`src/rtl/mux_bus_drv.sv`:
```
module mux_bus_drv #(
  parameter int ADDR_W   = 20,
  parameter int DATA_W   = 16,
  parameter bit SPARE_S7 = 1'b0
) (
  input  logic              clk,
  input  logic              rst_n,
  input  logic [1:0]        tstate,
  input  logic              io_cycle,
  input  logic              word_xfer,
  input  logic [ADDR_W-1:0] addr,
  input  logic [1:0]        seg_sel,
  input  logic              int_en,
  input  logic [DATA_W-1:0] wdata,
  output logic [ADDR_W-1:0] ads_o,
  output logic              bhe_s7_n,
  output logic [DATA_W-1:0] data_o
);
  localparam int LO_W   = ADDR_W - 4;
  localparam int LANE_W = DATA_W / 2;

  logic       in_t1;
  logic [3:0] top_bits;
  logic       pin_bhe;
  logic [DATA_W-1:0] lanes;

  assign in_t1    = (tstate == 2'b00);
  assign top_bits = in_t1 ? (io_cycle ? 4'b0000 : addr[ADDR_W-1:LO_W])
                          : {1'b0, int_en, seg_sel};
  assign pin_bhe  = in_t1 ? ~(word_xfer | addr[0]) : SPARE_S7;

  always_comb begin
    if (word_xfer)
      lanes = wdata;
    else if (addr[0])
      lanes = {wdata[LANE_W-1:0], {LANE_W{1'b0}}};
    else
      lanes = {{LANE_W{1'b0}}, wdata[LANE_W-1:0]};
  end

  always_ff @(posedge clk or negedge rst_n) begin
    if (!rst_n) begin
      ads_o    <= '0;
      bhe_s7_n <= 1'b1;
      data_o   <= '0;
    end else begin
      ads_o    <= {top_bits, addr[LO_W-1:0]};
      bhe_s7_n <= pin_bhe;
      data_o   <= lanes;
    end
  end

  AST_IO_TOP_ZERO: assert property (@(posedge clk) disable iff (!rst_n)
    $past(rst_n) && $past(tstate == 2'b00) && $past(io_cycle) |-> ads_o[ADDR_W-1:LO_W] == 4'b0000);
  AST_STATUS_FIXED: assert property (@(posedge clk) disable iff (!rst_n)
    $past(rst_n) && $past(tstate != 2'b00) |-> !ads_o[ADDR_W-1] && ads_o[ADDR_W-2] == $past(int_en));
  AST_SEG_CODE: assert property (@(posedge clk) disable iff (!rst_n)
    $past(rst_n) && $past(tstate != 2'b00) |-> ads_o[LO_W+1:LO_W] == $past(seg_sel));
  AST_WORD_BHE: assert property (@(posedge clk) disable iff (!rst_n)
    $past(rst_n) && $past(tstate == 2'b00) && $past(word_xfer) |-> !bhe_s7_n);
  AST_SPARE_PIN: assert property (@(posedge clk) disable iff (!rst_n)
    $past(rst_n) && $past(tstate != 2'b00) |-> bhe_s7_n == SPARE_S7);
  AST_ODD_LANE: assert property (@(posedge clk) disable iff (!rst_n)
    $past(rst_n) && $past(!word_xfer && addr[0]) |-> data_o[LANE_W-1:0] == '0);
endmodule

```
`config.mk`:
```
export PLATFORM = sky130hd
export DESIGN_NAME = mux_bus_drv
export DESIGN_NICKNAME = d
export VERILOG_FILES = /design/src/rtl/mux_bus_drv.sv
export SDC_FILE = /design/constraint.sdc
export NUM_CORES = 1
export LEC_CHECK = 0
export CELL_PAD_IN_SITES_DETAIL_PLACEMENT = 0
export CELL_PAD_IN_SITES_GLOBAL_PLACEMENT = 2
export CORE_AREA = 2 2 79 81
export DETAILED_ROUTE_END_ITERATION = 12
export DIE_AREA = 0 0 81 83
export HOLD_SLACK_MARGIN = 0.08
export PLACE_DENSITY_LB_ADDON = 0.25
export SLEW_MARGIN = 20
export SYNTH_ARGS = -nofsm -noshare
export SYNTH_HDL_FRONTEND = slang
export SYNTH_SLANG_ARGS = --single-unit
```
`constraint.sdc`:
```
create_clock -name clk -period 0.8 [get_ports clk]
set_input_delay 0.16 -clock clk [delete_from_list [all_inputs] [get_ports clk]]
set_output_delay 0.16 -clock clk [all_outputs]
set_load 0.01 [all_outputs]
```
* Yosys cells after proc, flatten, opt, wreduce, memory -nomap -nowiden *
Cells that the tools add are included.
W data, S select, Z words.

storage, ports and cells
  memory bits (writable) = 0
  output and inout port bits = 37
  memory bits (read-only) = 0
  latch bits = 0
  bits of input ports = 45
  logic and storage cells = 11
  memories kept = 0
  register bits = 37

operators by class
  equality and inequality tests = 0
  shifts and indexed selects = 0
  add/sub/neg operators = 0
  divide/modulo/power cells = 0
  bitwise gates (word level) = 2
  reduce and logical (&&, ||, !) cells = 1
  multiplexer cells = 5
  $mul = 0
  order comparisons = 0

operators with widths
  operator          count
  $mux W16          2
  $mux W4           2
  $logic_not A2 Y1  1
  $mux W1           1
  $not A1 Y1        1
  $or A1 B1 Y1      1

* Longest topological paths before layout *
Gate-level depths: netlist of run 1.

  word-level depth = 3
  mapped depth = 3
  mapped depth without buffers = 2

* Worst setup path after synthesis of run 1 *
Ideal clock, no wire load.

  path kind = input -> register
  from = input addr[0]
  to = register data_o[10]
  library setup time = 0.121 ns
  cell stages on the path = 3
  arrival time = 0.568 ns
  buffers on the path = 1
  path slack = 0.111 ns
  data required time = 0.679 ns
  cells stage by stage = nor2b_1 > buf_2 > a22o_1

between the ends
  longest elaborated chain between the ends = 2

ends and longest elaborated chain
  element               RTL line  source
  start, declared       11        input logic [ADDR_W-1:0] addr,
  $mux W16              35        else if (addr[0])
  $mux W16              33        if (word_xfer)
  net lanes[10]         25        logic [DATA_W-1:0] lanes;
  end signal, assigned  49        data_o <= lanes;
  end, declared         17        output logic [DATA_W-1:0] data_o

The timed path passes the listed nets, and every way through them passes these cells.

* Worst setup path in the final report of run 1 *
  from = register bhe_s7_n
  to = output bhe_s7_n

RTL lines
  element                 RTL line  source
  start, declared         16        output logic bhe_s7_n,
  start signal, assigned  48        bhe_s7_n <= pin_bhe;

No word-level cell between the ends.

==> impl_metrics.json, run 1 <==
{
  "synth_cell_type_count": 13,
  "io_pins": 82,
  "cp-end-kind": "output port",
  "final_common_cell": "clkdlybuf4s50_1",
  "cts.sinks": 37,
  "crit_path_start_kind": "flip-flop",
  "leakagePower_nw": 0.981,
  "vias": 908,
  "cp_num_cells": 1,
  "startpoint": "bhe_s7_n$_DFF_PN1_",
  "rsz0062_at_grt": "true",
  "layout_common_cells": "clkdlybuf4s50_1, dfrtp_1, buf_2, buf_6, and2_1",
  "run_status": "finished, violations left",
  "total_power_mw": 3.89,
  "crit_buf_inv": 1,
  "gp_congestion": 0.685,
  "hp-class": "in -> async",
  "antenna_cells": 0,
  "dpl.hpwl_mm": 2.37,
  "finalSetupViolCount": 37,
  "max_freq_mhz": 940,
  "crit_family": "flip-flops",
  "crit_slowest_cell": "dfstp_2",
  "cp-endpoint": "bhe_s7_n",
  "violations": "negative setup slack",
  "clk_pin_slew_worst_paths_ns": 0.07,
  "cts_max_path_buffers": 2,
  "avgSynthCellArea_um2": 16.3,
  "power_density_nw_per_um2": 1850,
  "finalCritPeriodShare_pct": 133,
  "rows": 28,
  "grt_max_degree": 18,
  "ant_nets": 0,
  "cp.required_ns": 0.64,
  "track_usage_pct": 9.60,
  "io_buffers": 81,
  "dr.pass1.iters": 3,
  "ctsRootBufferMaster": "clkbuf_8",
  "path_cells": "buf_6",
  "finalHoldViolations": 0,
  "grt_pass1_vias": 953,
  "routed_wl_mm": 3.09,
  "tightest_slew_ns": 0.309,
  "fp.dieH_um": 83,
  "place_ws_ns": -0.460,
  "synth_fp_nets": 115,
  "yosysSeqAreaShare_pct": 81.3,
  "grt-ovfl-total": 0,
  "coreArea_um2": 5820,
  "fill_cells": 589,
  "syn-instance-count": 70,
  "synth_area_um2": 1140,
  "final_nets": 208,
  "yosysTopAreaCellShare_pct": 78.9,
  "cts_made_buffers": 5,
  "start_util_pct": 19.6,
  "crit_type": "reg -> out",
  "synth.area.top_cells": "dfrtp_1, a22o_1, and2_1",
  "irDropWorstVdd_uv": 556,
  "post-cts-setup-buffer-count": 0,
  "antenna_found_initial": 0,
  "slowest_delay_ns": 0.53,
  "slew_headroom_pct": 79.4,
  "yosys_register_bits": 37,
  "area_growth_pct": 83.8,
  "final_core_util_pct": 36.1,
  "drive_gt1_share_pct": 33.1,
  "grt_pass1_wl_mm": 4.77,
  "htreeDepth": 2,
  "timing.final.ws_setup_ns": -0.264,
  "cts_tree": "yes",
  "avgViaCountPerCell": 3.82,
  "slew_viol_final": 0,
  "die_w_um": 81,
  "arrival_ns": 0.90,
  "synth_top_area_cell": "dfrtp_1",
  "drt_iter0_drc": 13,
  "fin_crit_ns": 1.06,
  "wl_per_cell_um": 13.0,
  "route.detailed.drc": 0,
  "cap_violations": 0,
  "die-area_um2": 6720,
  "ys_warn_count": 0,
  "path_max_fanout": 1
}
[logic make-up (layout without fill, tap and decap cells)]
kind of cell	count (synthesis)	count (layout)	synth area share [%]
DFF	37	37	81.3
AOI/OAI and AO/OA	14	14	9.43
and+or+nand+nor	14	14	7.46
buffers and inverters	5	98	1.86
[Yosys cell counts]
cell / count
dfstp_2: 1
o21ai_0: 4
and2_1: 8
nor2b_1: 1
nor4b_1: 1
buf_2: 2
a22o_1: 7
nand2_1: 2
o41ai_1: 3
nand2b_1: 1
dfrtp_1: 36
inv_1: 3
nor4_1: 1
[worst min path at each step]
stage | startpoint | end | slack [ns] | cells after the start
finish | rst_n | ads_o[15]$_DFF_PN0_ | 0.27 | 2
global route | rst_n | ads_o[15]$_DFF_PN0_ | 0.27 | 2
CTS | rst_n | ads_o[15]$_DFF_PN0_ | 0.27 | 2
detailed placement | rst_n | ads_o[15]$_DFF_PN0_ | 0.03 | 1
global placement | rst_n | ads_o[8]$_DFF_PN0_ | 0.03 | 1
floorplan | rst_n | ads_o[0]$_DFF_PN0_ | -0.14 | 0
[registers in the layout, indices dropped and copies added (netlist names)]
signal / flops
ads_o: 20
bhe_s7_n: 1
data_o: 16
[where the power goes]
part / leakage [nW] / switching [mW] / total (mW) / internal (mW)
Combinational: 0.493 / 0.239 / 0.612 / 0.372
Sequential: 0.445 / 0.0329 / 2.01 / 1.98
Clock: 0.0443 / 0.581 / 1.26 / 0.682
Total: 0.981 / 0.853 / 3.89 / 3.04
[metrics by stage]
stage          std cells  hold slack (ns)  instance area (um2)  setup TNS, ns
4_1_cts              238            0.270                 2060          -5.54
3_5_place_dp         230           0.0329                 2100         -16.51
2_1_floorplan         70           -0.136                 1140              0
6_report             238            0.266                 2100          -4.92
3_3_place_gp         230           0.0292                 2100         -15.90
5_1_grt              238            0.274                 2100          -6.37
[timing repair]
action,CTS,global route
endpoints found under the setup margin,57,38
hold buffers,1,0
endpoints found under the hold margin,36,0
resized for setup,163,6
pin swaps,0,1
[metal layers]
layer / share of wire [%] / up-vias / global-route usage (%)
met3: 11 / 5 / 4.35
met4: 2.4 / 0 / 5.08
met5: 0 / - / 0
met2: 46 / 53 / 15.0
met1: 41 / 427 / 10.8
li1: - / 423 / -
[final cells by class]
class                           count  area [um2]  share of cell area [%]
Clock buffer                        7        86.3                    4.12
Inverter                            3        11.3                   0.537
Multi-Input combinational cell     28         215                    10.3
Sequential cell                    37         927                    44.2
Tap cell                           75        93.8                    4.47
Timing Repair Buffer               88         763                    36.4
(Power assumes the default switching activity.)
==> run 2, diff against run 1 <==
--- a/config.mk
+++ b/config.mk
@@ -7,9 +7,10 @@
 export LEC_CHECK = 0
 export CELL_PAD_IN_SITES_DETAIL_PLACEMENT = 0
 export CELL_PAD_IN_SITES_GLOBAL_PLACEMENT = 2
-export CORE_AREA = 2 2 79 81
+export CORE_AREA = 2 2 61 63
 export DETAILED_ROUTE_END_ITERATION = 12
-export DIE_AREA = 0 0 81 83
+export DIE_AREA = 0 0 63 65
+export DONT_BUFFER_PORTS = 1
 export HOLD_SLACK_MARGIN = 0.08
 export PLACE_DENSITY_LB_ADDON = 0.25
 export SLEW_MARGIN = 20
==> constraint.sdc (replaced) <==
create_clock -name clk -period 0.8 [get_ports clk]
set_input_delay 0.16 -clock clk [delete_from_list [all_inputs] [get_ports clk]]
set_output_delay 0.16 -clock clk [all_outputs]
set_load 0.05 [all_outputs]
==> run 2 against run 1 <==
- the run ends with negative hold slack, negative setup slack left
- sequential share of layout area shrank 5.3 points
- total power up 18%
- sequential power rose by 3%
- maximum frequency down 11%
- count of clock-buffer cells in the layout decreased by 1
- worst setup slack got worse by 0.14 ns
- design area increased by 14%
- cell count decreased by 18%
- die area is 39% lower
- critical path type unchanged
==> impl_metrics.json, run 2 (synthesis gave the netlist of run 1 again) <==
{
  "dpl.hpwl_mm": 1.99,
  "final_core_util_pct": 68.1,
  "ctsRootBufferMaster": "clkbuf_4",
  "drive_gt1_share_pct": 32.4,
  "finalCritPeriodShare_pct": 150,
  "cp_num_cells": 0,
  "cts_tree": "yes",
  "dr.pass1.iters": 4,
  "cts_max_path_buffers": 2,
  "grt_pass1_wl_mm": 5.20,
  "top_register": "ads_o",
  "grt_max_degree": 38,
  "run_status": "finished, violations left",
  "wl_per_cell_um": 16.3,
  "crit_path_start_kind": "flip-flop",
  "irDropWorstVdd_uv": 1070,
  "clk_pin_slew_worst_paths_ns": 0.12,
  "fin_crit_ns": 1.20,
  "tns_ns": -10.07,
  "final_nets": 192,
  "violations": "negative hold slack, negative setup slack",
  "arrival_ns": 1.04,
  "cp-end-kind": "output port",
  "total_power_mw": 4.58,
  "grt_pass1_vias": 955,
  "startpoint": "bhe_s7_n$_DFF_PN1_",
  "finalSetupViolCount": 37,
  "largest_reg_flops": 20,
  "start_util_pct": 32.6,
  "cp.required_ns": 0.64,
  "drt_iter0_drc": 30,
  "vias": 876,
  "crit_type": "reg -> out",
  "layout_common_cells": "dfrtp_1, buf_12, dlygate4sd3_1, and2_1, a22o_1",
  "htreeDepth": 2,
  "max_freq_mhz": 832,
  "fp.dieH_um": 65,
  "rsz0062_at_grt": "true",
  "whs_ns": -0.507,
  "path_max_fanout": 1,
  "rows": 22,
  "coreArea_um2": 3500,
  "power_density_nw_per_um2": 1920,
  "slew_headroom_pct": 69.7,
  "leakagePower_nw": 1.09,
  "route.detailed.drc": 0,
  "cts.sinks": 37,
  "track_usage_pct": 18.1,
  "hp-class": "in -> async",
  "cap_violations": 0,
  "avgViaCountPerCell": 4.47,
  "die-area_um2": 4100,
  "io_buffers": 0,
  "hold_buffers": 35,
  "die_w_um": 63,
  "cts_made_buffers": 5,
  "ant_nets": 0,
  "io_pins": 82,
  "slew_viol_final": 0,
  "tightest_slew_ns": 0.454,
  "timing.final.ws_setup_ns": -0.401,
  "antenna_found_initial": 0,
  "finalHoldViolations": 41,
  "post-cts-setup-buffer-count": 0,
  "place_ws_ns": -0.0199,
  "grt-ovfl-total": 0,
  "antenna_cells": 0,
  "routed_wl_mm": 3.20,
  "gp_congestion": 0.719,
  "area_growth_pct": 109,
  "top_regs": "ads_o (20), data_o (16), bhe_s7_n (1)"
}
run 2: changes by cell type in the layout (fill, tap and decap cells not counted), moves of 11 or more:
| cell | previous run | this run |
|---|---|---|
| clkdlybuf4s50_1 | 38 | 0 |
| buf_12 | 2 | 36 |
| dlygate4sd3_1 | 1 | 31 |
| buf_2 | 27 | 0 |
| buf_6 | 11 | 0 |
run 2: per-stage QoR:
step                      std cells  cell area, um2
after CTS                       196            2360
final                           196            2380
after global routing            196            2380
after global placement          153            1920
after detailed placement        153            1920
after floorplan                  70            1140
run 2: final cells by class:
cell class,instances,area (um2)
Timing Repair Buffer,72,1090
Sequential cell,37,927
Clock inverter,2,37.5
Tap cell,48,60.1
Inverter,3,11.3
Clock buffer,6,51.3
Fill cell,242,1110
Multi-Input combinational cell,28,206
run 2: worst paths after layout:
check	endpoint	slack, ns
min in group clk	ads_o[19]$_DFF_PN0_	-0.12
worst max-delay path	bhe_s7_n	-0.40
max in group asynchronous	bhe_s7_n$_DFF_PN1_	1.13
worst min-delay path	ads_o[12]$_DFF_PN0_	-0.51
run 2: layer usage:
layer	up-vias	GRT usage, %	routed length [um]
li1	392	-	-
met2	51	30.3	1740
met1	431	19.8	1170
met3	2	8.85	274
met4	0	6.67	19
met5	-	0	0
run 2: report_power, final:
part,total [mW],internal [mW],switching [mW]
clock,1.38,0.743,0.633
combinational,1.12,0.584,0.536
sequential,2.08,1.98,0.101
run 2: repair_timing:
| action | 4_1_cts | 5_1_grt |
|---|---|---|
| pin swaps | 0 | 1 |
| resized for setup | 0 | 7 |
| endpoints found under the hold margin | 74 | 41 |
| setup endpoints to repair | 37 | 50 |
